`config.mk`:
```
export PLATFORM = sky130hd
export DESIGN_NAME = isw_status
export DESIGN_NICKNAME = d
export VERILOG_FILES = /design/src/rtl/isw_pkg.sv /design/src/rtl/isw_cu_watch.sv /design/src/rtl/isw_flag_bank.sv /design/src/rtl/isw_status.sv
export SDC_FILE = /design/constraint.sdc
export NUM_CORES = 1
export LEC_CHECK = 0
export CAP_MARGIN = 20
export CORE_MARGIN = 5
export CORE_UTILIZATION = 30
export CTS_BUF_LIST = sky130_fd_sc_hd__clkbuf_4
export DETAILED_ROUTE_END_ITERATION = 12
export MAX_ROUTING_LAYER = met4
export PLACE_DENSITY_LB_ADDON = 0.3
export SLEW_MARGIN = 20
export SYNTH_ARGS = -nofsm -noshare
export SYNTH_HDL_FRONTEND = slang
export SYNTH_SLANG_ARGS = --single-unit
```
`constraint.sdc`:
```
create_clock -name clk -period 1.6 [get_ports clk]
set_clock_uncertainty 0.2 [all_clocks]
set_input_delay 0.32 -clock clk [delete_from_list [all_inputs] [get_ports clk]]
set_output_delay 0.32 -clock clk [all_outputs]
set_load 0.005 [all_outputs]
```
`src/rtl/isw_pkg.sv`:
```
package isw_pkg;

  typedef enum logic [1:0] {
    CU_IDLE = 2'b00,
    CU_SUSP = 2'b01,
    CU_LPQ  = 2'b10,
    CU_HPQ  = 2'b11
  } cu_state_e;

  // Flag positions, relative to the low bit of the flag byte
  localparam int EV_CMD_DONE = 7;
  localparam int EV_FRAME    = 6;
  localparam int EV_NOTACT   = 5;
  localparam int EV_RNR      = 4;
  localparam int EV_MDI      = 3;
  localparam int EV_SWI      = 2;
  localparam int EV_EARLY    = 1;
  localparam int EV_PAUSE    = 0;

  function automatic logic cu_is_active(input cu_state_e s);
    return (s == CU_LPQ) || (s == CU_HPQ);
  endfunction

  // Decides whether a state change raises the not-active flag.
  // leave_mode = 1: an active queue gave way to Idle or Suspended.
  // leave_mode = 0: Idle was entered from any other state.
  function automatic logic notact_hit(input logic leave_mode,
                                      input cu_state_e prev,
                                      input cu_state_e cur);
    if (leave_mode)
      return cu_is_active(prev) && !cu_is_active(cur);
    else
      return (prev != CU_IDLE) && (cur == CU_IDLE);
  endfunction

endpackage

```
`src/rtl/isw_cu_watch.sv`:
```
module isw_cu_watch
  import isw_pkg::*;
(
  input  logic      clk,
  input  logic      rst_n,
  input  logic      cna_mode,
  input  cu_state_e cu_state,
  output logic      notact_ev
);

  cu_state_e prev_q;

  always_ff @(posedge clk) begin
    if (!rst_n) prev_q <= CU_IDLE;
    else        prev_q <= cu_state;
  end

  always_comb notact_ev = notact_hit(cna_mode, prev_q, cu_state);

endmodule

```
`src/rtl/isw_flag_bank.sv`:
```
module isw_flag_bank #(
  parameter int N = 8
) (
  input  logic         clk,
  input  logic         rst_n,
  input  logic [N-1:0] set_vec,
  input  logic [N-1:0] clr_vec,
  output logic [N-1:0] flags,
  output logic         any_set
);

  for (genvar i = 0; i < N; i++) begin : g_flag
    always_ff @(posedge clk) begin
      if (!rst_n)          flags[i] <= 1'b0;
      else if (set_vec[i]) flags[i] <= 1'b1;  // an event takes priority over a clear
      else if (clr_vec[i]) flags[i] <= 1'b0;
    end
  end

  always_comb any_set = |flags;

endmodule

```
`src/rtl/isw_status.sv`:
```
module isw_status
  import isw_pkg::*;
#(
  parameter int DATA_W    = 16,
  parameter int FLAG_W    = 8,
  parameter int FLAG_LSB  = 8,
  parameter int STATE_LSB = 6
) (
  input  logic              clk,
  input  logic              rst_n,
  input  logic              wr_en,
  input  logic [DATA_W-1:0] wr_data,
  output logic [DATA_W-1:0] rd_data,
  output logic              irq,
  input  logic [1:0]        cu_state,
  input  logic              cna_mode,
  input  logic              cu_done,
  input  logic              cu_irq_req,
  input  logic              rx_frame_done,
  input  logic              ru_not_ready,
  input  logic              mgmt_done,
  input  logic              mgmt_irq_en,
  input  logic              sw_req,
  input  logic              early_rx,
  input  logic              fc_pause
);

  localparam int STATE_W = 2;

  cu_state_e          cu_st;
  logic               notact_ev;
  logic [FLAG_W-1:0]  set_vec;
  logic [FLAG_W-1:0]  clr_vec;
  logic [FLAG_W-1:0]  flags;

  assign cu_st = cu_state_e'(cu_state);

  isw_cu_watch u_watch (
    .clk       (clk),
    .rst_n     (rst_n),
    .cna_mode  (cna_mode),
    .cu_state  (cu_st),
    .notact_ev (notact_ev)
  );

  always_comb begin
    set_vec              = '0;
    set_vec[EV_CMD_DONE] = cu_done & cu_irq_req;
    set_vec[EV_FRAME]    = rx_frame_done;
    set_vec[EV_NOTACT]   = notact_ev;
    set_vec[EV_RNR]      = ru_not_ready;
    set_vec[EV_MDI]      = mgmt_done & mgmt_irq_en;
    set_vec[EV_SWI]      = sw_req;
    set_vec[EV_EARLY]    = early_rx;
    set_vec[EV_PAUSE]    = fc_pause;
  end

  assign clr_vec = wr_en ? wr_data[FLAG_LSB +: FLAG_W] : '0;

  isw_flag_bank #(.N(FLAG_W)) u_bank (
    .clk     (clk),
    .rst_n   (rst_n),
    .set_vec (set_vec),
    .clr_vec (clr_vec),
    .flags   (flags),
    .any_set (irq)
  );

  always_comb begin
    rd_data                         = '0;
    rd_data[FLAG_LSB +: FLAG_W]     = flags;
    rd_data[STATE_LSB +: STATE_W]   = cu_state;
  end

endmodule

```
==> results of run 1 <==
## layout make-up
type | count | area [sq um] | share of cell area, %
repair buffers | 45 | 403 | 47.4
clock buffers | 3 | 22.5 | 2.65
inverters | 2 | 7.51 | 0.884
multi-input cells | 37 | 189 | 22.2
well taps | 15 | 18.8 | 2.21
flip-flops and latches | 10 | 209 | 24.6
## synthesized netlist by cell type
master   number  area, sq um
dfxtp_1      10          200
nand2_1       9         33.8
buf_4         8         60.1
nor2_1        7         26.3
a21oi_1       6         30.0
a22oi_1       2         15.0
and2_2        2         15.0
nor4_1        2         12.5
a211o_1       1         8.76
buf_2         1         5.00
conb_1        1         3.75
inv_1         1         3.75
inv_2         1         3.75
nand3_1       1         5.00
o21ai_1       1         5.00
## flip-flops by register name, indices dropped and copies added (netlist names)
signal / count
u_bank.flags: 8
u_watch.prev_q: 2
## through the flow
step,setup slack [ns],hold slack [ns],setup TNS [ns],utilization [%],instances
after floorplan,0.428,0.237,0,-,58
after global placement,-0.217,0.259,-0.477,62.3,109
after detailed placement,-0.215,0.271,-0.497,62.3,109
after CTS,-0.129,0.290,-0.129,64.0,112
after global routing,-0.0714,0.340,-0.0714,64.5,112
final,0.0110,0.283,0,64.5,112
## routing by layer
metal | up-vias | global-route usage [%] | wire, microns
met5 | - | - | 0
met4 | 0 | 9.68 | 34
met3 | 4 | 5.64 | 195
met2 | 27 | 19.3 | 608
met1 | 192 | 12.4 | 431
li1 | 251 | - | -
## worst max-delay path by stage
stage                            startpoint         end  slack (ns)  cells after the start
2_1_floorplan  u_bank.flags[3]$_SDFFE_PN0P_         irq        0.43                      2
3_3_place_gp                    cu_state[0]  rd_data[6]       -0.22                      2
3_5_place_dp                    cu_state[0]  rd_data[6]       -0.21                      2
4_1_cts        u_bank.flags[5]$_SDFFE_PN0P_         irq       -0.13                      3
5_1_grt        u_bank.flags[2]$_SDFFE_PN0P_         irq       -0.07                      3
6_report       u_bank.flags[2]$_SDFFE_PN0P_         irq        0.01                      3
## cells by family (layout without fill, tap and decap cells)
family | Yosys count | in the layout
other | 1 | 6
and+or+nand+nor | 21 | 21
DFF | 10 | 10
AOI/OAI and AO/OA | 10 | 10
buffers and inverters | 11 | 50
## tightest hold or removal path, delay by kind of cell, from the launching register on
kind	cells	cell delay [ns]
AO/OA/AOI/OAI	2	0.14
flip-flops	1	0.31
## what timing repair did
item | 4_1_cts | 5_1_grt
resized for setup | 18 | 4
endpoints found under the setup margin | 11 | 1
pin swaps | 1 | 1
## report_power, final
part,switching (uW),internal (uW),total [uW]
sequential,12.1,268,280
combinational,46.7,102,149
clock,71.8,86.1,158
==> flow_summary.toml, run 1 <==
[outcome]
status = "finished clean"

[routing]
drt_first_pass_iters = 2
routedWlPerCell_microns = 11.3
route.detailed.drc = 0
antenna_left = 0
wirelength_microns = 1270
drtIter0Drc = 4
vias = 474
via_per_inst = 4.23

[place]
hpwl_microns = 1090
gp_congestion = 0.662
place_area_sq_um = 821
numPortBuffers = 33

[worst_setup_path]
crit_family = "simple AND/OR/NAND/NOR gates"
crit_arrival_ns = 1.07
cp_cell_sequence = "nor4_4 -> nand2_1 -> clkbuf_2"
reg2reg_slack_ns = 0.62
required_ns = 1.08
worst_path_largest_cell_delay_ns = 0.33
rr_worst_depth = 3
path_max_fanout = 2
worstSetupStartpointType = "register"
timing.rr.end = "u_bank.flags[3]$_SDFFE_PN0P_"
setup.worst_path.end_class = "output port"
reg2reg_from = "u_bank.flags[3]$_SDFFE_PN0P_"
crit_type = "reg -> out"
path_buf_inv = 1
cpMaxStageDelayCell = "dfxtp_2"

[clock_network]
cts_buffer_depth = 2
cts_buffers = 3
holdBufCountCts = 0
clk_latency_ns = 0.25
clock_sinks = 10
cts_root_buf = "clkbuf_4"
cts.reportedPaths.clkPinSlew_ns = 0.06
h-tree-depth = 1
tritoncts = "yes"
post_cts_buffers = 0

[global_routing]
grt_max_degree = 8
grt.total_usage_pct = 12.6
gr-total-overflow = 0
grt_pass1_vias = 445
antenna_found_initial = 0
grt_pass1_wl_microns = 1840

[timing]
hold_viol_final = 0
drv_slew = 0
rsz0062_at_grt = "yes"
period_minus_slack_ns = 1.59
timing.fmax_ghz = 0.629
fin_crit_sh_pct = 99.3
final-setup-viol-count = 0

[logic_synthesis]
ys_seq_area_share_pct = 46.8
synth-xor-area-share_pct = 0
syn_area_per_cell_sq_um = 8.07
synth-compound-area-share_pct = 13.7
ys_ff_latch = 10
synth_top_family_by_area = "simple AND/OR/NAND/NOR gates"
synth-adder-area-share_pct = 0
synth_cell_types = 15
synthMuxAreaShare_pct = 0
synthCells = 53
syn_area_sq_um = 428
yosys.area_share.simple_pct = 21.6
yosys_warnings = 0

[pwr]
powerDensity_nw_per_um2 = 691
power_uw = 587
leakage_uw = 0.000405
ir_drop_mv = 0.574

[floorplan]
die_y_microns = 47.8
coreArea_sq_um = 1320
pin_count = 48
fp.dieW_microns = 47.8
rows = 13
dieArea_sq_um = 2280
start_util_pct = 32.5

[cells_and_area]
mostFrequentLayoutCells = "clkdlybuf4s50_1, buf_4, dlygate4sd2_1"
final_common_cell = "clkdlybuf4s50_1"
post-route-cell-area_sq_um = 850
drive_gt1_share_pct = 27.8
n_antenna_cell = 0
nNetsFinal = 130
area_growth_syn_to_layout_pct = 98.5
fillers = 125

[job]
cap_violations = 0

[min_path]
hp-start = "u_watch.prev_q[1]$_SDFF_PN0_"
hold-path-endpoint = "u_bank.flags[5]$_SDFFE_PN0P_"
whs_path_depth = 2
worstHoldPathType = "reg -> reg"
Power figures use the tool's default switching activity.
==> inputs of run 2 (changes only) <==
--- a/config.mk
+++ b/config.mk
@@ -10,8 +10,10 @@
 export CORE_UTILIZATION = 30
 export CTS_BUF_LIST = sky130_fd_sc_hd__clkbuf_4
 export DETAILED_ROUTE_END_ITERATION = 12
+export GPL_ROUTABILITY_DRIVEN = 0
 export MAX_ROUTING_LAYER = met4
 export PLACE_DENSITY_LB_ADDON = 0.3
+export SETUP_SLACK_MARGIN = 0.1
 export SLEW_MARGIN = 20
 export SYNTH_ARGS = -nofsm -noshare
 export SYNTH_HDL_FRONTEND = slang
==> run 2 against run 1 <==
  * Clock power hardly changed
  * First-iteration DRC count is 25% lower
  * Die area stayed put
  * Largest power group unchanged
  * Highest routed layer unchanged
  * Critical path type unchanged
==> flow_summary.toml, run 2 (synthesized netlist as in run 1, its figures left out) <==
[place]
dp_cells = 109
hpwl_microns = 1090
numPortBuffers = 33
dpl_worst_slack_ns = -0.215

[global_routing]
grt.total_usage_pct = 12.5
grt_pass1_vias = 437
gr-total-overflow = 0
grt_pass1_wl_microns = 1810
antenna_found_initial = 0
grt_max_degree = 8

[pwr]
leakage_uw = 0.000387
power_uw = 587
ir_drop_mv = 0.553
powerDensity_nw_per_um2 = 691

[worst_setup_path]
reg2reg_slack_ns = 0.61
crit_arrival_ns = 1.07
crit_type = "reg -> out"
path_max_fanout = 2
setup.worst_path.end_class = "output port"
required_ns = 1.08
worstSetupStartpointType = "register"

[floorplan]
pin_count = 48
start_util_pct = 32.5
dieArea_sq_um = 2280
die_y_microns = 47.8
rows = 13
coreArea_sq_um = 1320
fp.dieW_microns = 47.8

[cells_and_area]
nNetsFinal = 130
area_growth_syn_to_layout_pct = 98.2
top_regs = "u_bank.flags (8), u_watch.prev_q (2)"
fin_cells = 112
n_antenna_cell = 0
fin_util_pct = 64.4
largest_reg_flops = 8
mostFrequentLayoutCells = "clkdlybuf4s50_1, buf_4, nand2_1"
max_flop_register = "u_bank.flags"
final_common_cell = "clkdlybuf4s50_1"
drive_gt1_share_pct = 30.9

[timing]
final-setup-viol-count = 0
fin_crit_sh_pct = 99.2
hold_viol_final = 0
layout_setup_ws_ns = 0.0125
drv_slew = 0
hold_slack_ns = 0.282
timing.fmax_ghz = 0.630
rsz0062_at_grt = "yes"
period_minus_slack_ns = 1.59

[clock_network]
tritoncts = "yes"
clock_sinks = 10
cts_buffers = 3
clk_latency_ns = 0.25
cts.reportedPaths.clkPinSlew_ns = 0.06
h-tree-depth = 1
post_cts_buffers = 0
cts_root_buf = "clkbuf_4"
cts_buffer_depth = 2

[routing]
antenna_left = 0
via_per_inst = 4.23
wirelength_microns = 1270
vias = 474
route.detailed.drc = 0
routedWlPerCell_microns = 11.4
drt_first_pass_iters = 2
drtIter0Drc = 3

[min_path]
worstHoldPathType = "reg -> reg"

[job]
cap_violations = 0

[outcome]
status = "finished clean"
[run 2: changes by cell type in the layout (fill, tap and decap cells not counted), sizes merged]
cell,change
buf,+2
clkbuf,+1
clkdlybuf4s15,+6
dlygate4sd2,-9
[run 2: stage by stage]
step / TNS (ns) / area [sq um]
after floorplan: 0 / 447
after global placement: -0.477 / 821
after detailed placement: -0.497 / 821
after CTS: -0.129 / 836
after global routing: -0.0713 / 848
final: 0 / 848
[run 2: area by class of cell]
cell class                      instances  area, sq um
Inverter                                2         7.51
Fill cell                             119          469
Clock buffer                            3         22.5
Timing Repair Buffer                   45          399
Multi-Input combinational cell         37          189
Tap cell                               15         18.8
Sequential cell                        10          211
[run 2: final timing paths]
path                                                    from  cells past startpoint                           end
worst max-delay path            u_bank.flags[2]$_SDFFE_PN0P_                      3                           irq
worst min register to register  u_watch.prev_q[1]$_SDFF_PN0_                      2  u_bank.flags[5]$_SDFFE_PN0P_
worst max register to register  u_bank.flags[3]$_SDFFE_PN0P_                      3  u_bank.flags[3]$_SDFFE_PN0P_
worst min-delay path            u_watch.prev_q[1]$_SDFF_PN0_                      2  u_bank.flags[5]$_SDFFE_PN0P_
[run 2: repair_timing]
action / 4_1_cts / 5_1_grt
resized for setup: 24 / 13
hold buffers: 0 / 0
gates cloned: 0 / 0
endpoints found under the setup margin: 11 / 8
pin swaps: 1 / 1
[run 2: critical path, stage by stage, from the launching register on]
cell      delay [ns]
dfxtp_2         0.33
nor4_4          0.29
nand2_1         0.07
clkbuf_2        0.12
[run 2: layer usage]
| layer | GRT usage, % | wire length [microns] | vias to the layer above |
|---|---|---|---|
| met5 | - | 0 | - |
| met4 | 9.68 | 34 | 0 |
| met3 | 5.64 | 200 | 4 |
| met2 | 19.3 | 619 | 27 |
| met1 | 11.9 | 419 | 193 |
| li1 | - | - | 250 |
[run 2: power breakdown]
part | leakage [uW] | internal [uW] | switching (uW)
Sequential | 0.0000855 | 267 | 12.1
Combinational | 0.000288 | 103 | 47.0
Clock | 0.0000138 | 86.0 | 71.2
==> inputs of run 3 (changes only) <==
--- a/config.mk
+++ b/config.mk
@@ -7,11 +7,10 @@
 export LEC_CHECK = 0
 export CAP_MARGIN = 20
 export CORE_MARGIN = 5
-export CORE_UTILIZATION = 30
+export CORE_UTILIZATION = 25
 export CTS_BUF_LIST = sky130_fd_sc_hd__clkbuf_4
 export DETAILED_ROUTE_END_ITERATION = 12
 export GPL_ROUTABILITY_DRIVEN = 0
-export MAX_ROUTING_LAYER = met4
 export PLACE_DENSITY_LB_ADDON = 0.3
 export SETUP_SLACK_MARGIN = 0.1
 export SLEW_MARGIN = 20
==> constraint.sdc (replaced) <==
create_clock -name clk -period 1.4 [get_ports clk]
set_clock_uncertainty 0.2 [all_clocks]
set_input_delay 0.28 -clock clk [delete_from_list [all_inputs] [get_ports clk]]
set_output_delay 0.28 -clock clk [all_outputs]
set_load 0.005 [all_outputs]
==> run 3 against run 2 <==
  * The flow now finishes with violations (setup timing)
  * Sequential share of layout area fell by 1.8 points
  * Critical path depth did not move
  * Register-to-register slack got worse by 0.28 ns
  * Worst hold slack got worse by 0.0048 ns
  * Power rose by 21%
  * Combinational power rose by 34%
  * Die area rose by 16%
  * Final cell count rose by 5.4%
  * Routed wire length rose by 1.6%
==> flow_summary.toml, run 3 (synthesized netlist as in run 1, its figures left out) <==
[outcome]
status = "finished, violations left"
violations = "setup timing"

[cells_and_area]
max_flop_register = "u_bank.flags"
top_regs = "u_bank.flags (8), u_watch.prev_q (2)"
nNetsFinal = 134
fin_cells = 118
n_antenna_cell = 0
mostFrequentLayoutCells = "clkdlybuf4s50_1, buf_6, nand2_1, buf_4, nor2_1"
area_growth_syn_to_layout_pct = 118
drive_gt1_share_pct = 42.6
final_common_cell = "clkdlybuf4s50_1"
largest_reg_flops = 8

[pwr]
p_int_uw = 547
power_uw = 708
switching_share_pct = 22.8
powerDensity_nw_per_um2 = 761
p_comb_share_pct = 28.4
p_clk_share_pct = 25.9
ir_drop_mv = 0.401
p_sw_uw = 162
leakage_uw = 0.000427
power.share.sequential_pct = 45.6

[floorplan]
pin_count = 48
start_util_pct = 25.6
die_y_microns = 51.4
rows = 15
coreArea_sq_um = 1670
fp.dieW_microns = 51.4
dieArea_sq_um = 2640

[routing]
route.detailed.drc = 0
routedWlPerCell_microns = 11.0
wirelength_microns = 1290
drtIter0Drc = 2
via_per_inst = 4.19
antenna_left = 0
vias = 494
drt_first_pass_iters = 2

[global_routing]
gr-total-overflow = 0
grt.total_usage_pct = 10.1
grt_pass1_wl_microns = 2000
antenna_found_initial = 0
grt_pass1_vias = 495
grt_max_degree = 8

[clock_network]
cts.reportedPaths.clkPinSlew_ns = 0.06
cts_buffers = 3
cts_buffer_depth = 2
h-tree-depth = 1
tritoncts = "yes"
clk_latency_ns = 0.25
clock_sinks = 10
cts_root_buf = "clkbuf_4"

[worst_setup_path]
cpMaxStageDelayCell = "dfxtp_2"
cp_cell_sequence = "nor4_4 -> nand2_1 -> buf_2"
crit_type = "reg -> out"
crit_arrival_ns = 1.05
reg2reg_slack_ns = 0.33
worst_path_largest_cell_delay_ns = 0.33
required_ns = 0.92
path_max_fanout = 2
worstSetupStartpointType = "register"
setup.worst_path.end_class = "output port"

[timing]
layout_setup_ws_ns = -0.129
rsz0062_at_grt = "yes"
fin_crit_sh_pct = 109
drv_slew = 0
tns_ns = -0.129
hold_slack_ns = 0.277
timing.fmax_ghz = 0.654
final-setup-viol-count = 1
hold_viol_final = 0
period_minus_slack_ns = 1.53

[place]
hpwl_microns = 1010
numPortBuffers = 33
dpl_worst_slack_ns = -0.336
dp_cells = 114

[min_path]
worstHoldPathType = "in -> reg"

[job]
cap_violations = 0
## run 3: routing by layer
metal / global-route usage, % / wire length (microns) / vias up
met3: 4.37 / 156 / 0
met5: 0 / 0 / -
met4: 5.24 / 0 / 0
met2: 18.0 / 641 / 24
li1: - / - / 259
met1: 9.73 / 496 / 211
## run 3: area by class of cell
cell class                 instances  area (sq um)
fill                             163           739
timing repair buffer              49           469
tap                               17          21.3
sequential                        10           215
multi-input combinational         37           195
clock buffer                       3          22.5
inverter                           2          7.51
## run 3: repair_timing
action                     4_1_cts  5_1_grt
gates resized for setup         67        8
setup endpoints to repair       11        9
pin swaps                        3        1
hold buffers                     0        0
setup buffers                    0        2
## run 3: worst paths after layout
kind | startpoint | endpoint | depth (start not counted)
setup / recovery | u_bank.flags[3]$_SDFFE_PN0P_ | irq | 3
hold / removal | cu_state[0] | u_watch.prev_q[0]$_SDFF_PN0_ | 3
setup reg to reg | u_bank.flags[4]$_SDFFE_PN0P_ | u_bank.flags[4]$_SDFFE_PN0P_ | 4
hold reg to reg | u_watch.prev_q[1]$_SDFF_PN0_ | u_bank.flags[5]$_SDFFE_PN0P_ | 2
## run 3: metrics by stage
| stage | instance area (sq um) | util [%] |
|---|---|---|
| final | 931 | 55.7 |
| after global routing | 931 | 55.7 |
| after CTS | 895 | 53.6 |
| after detailed placement | 846 | 50.6 |
| after global placement | 846 | 50.6 |
| after floorplan | 447 | - |
## run 3: worst max-delay path: cells and delay by family (launching register included)
kind	cells	cell delay, ns
simple gates	2	0.34
buf+inv	1	0.13
flops	1	0.33
## run 3: power groups by stage
stage          logic [uW]  clock network [uW]  registers (uW)
6_report              201                 184             323
5_1_grt               221                 205             325
4_1_cts               194                 191             319
3_5_place_dp          189                   0             318
3_3_place_gp          188                   0             318
2_1_floorplan        55.2                   0             322
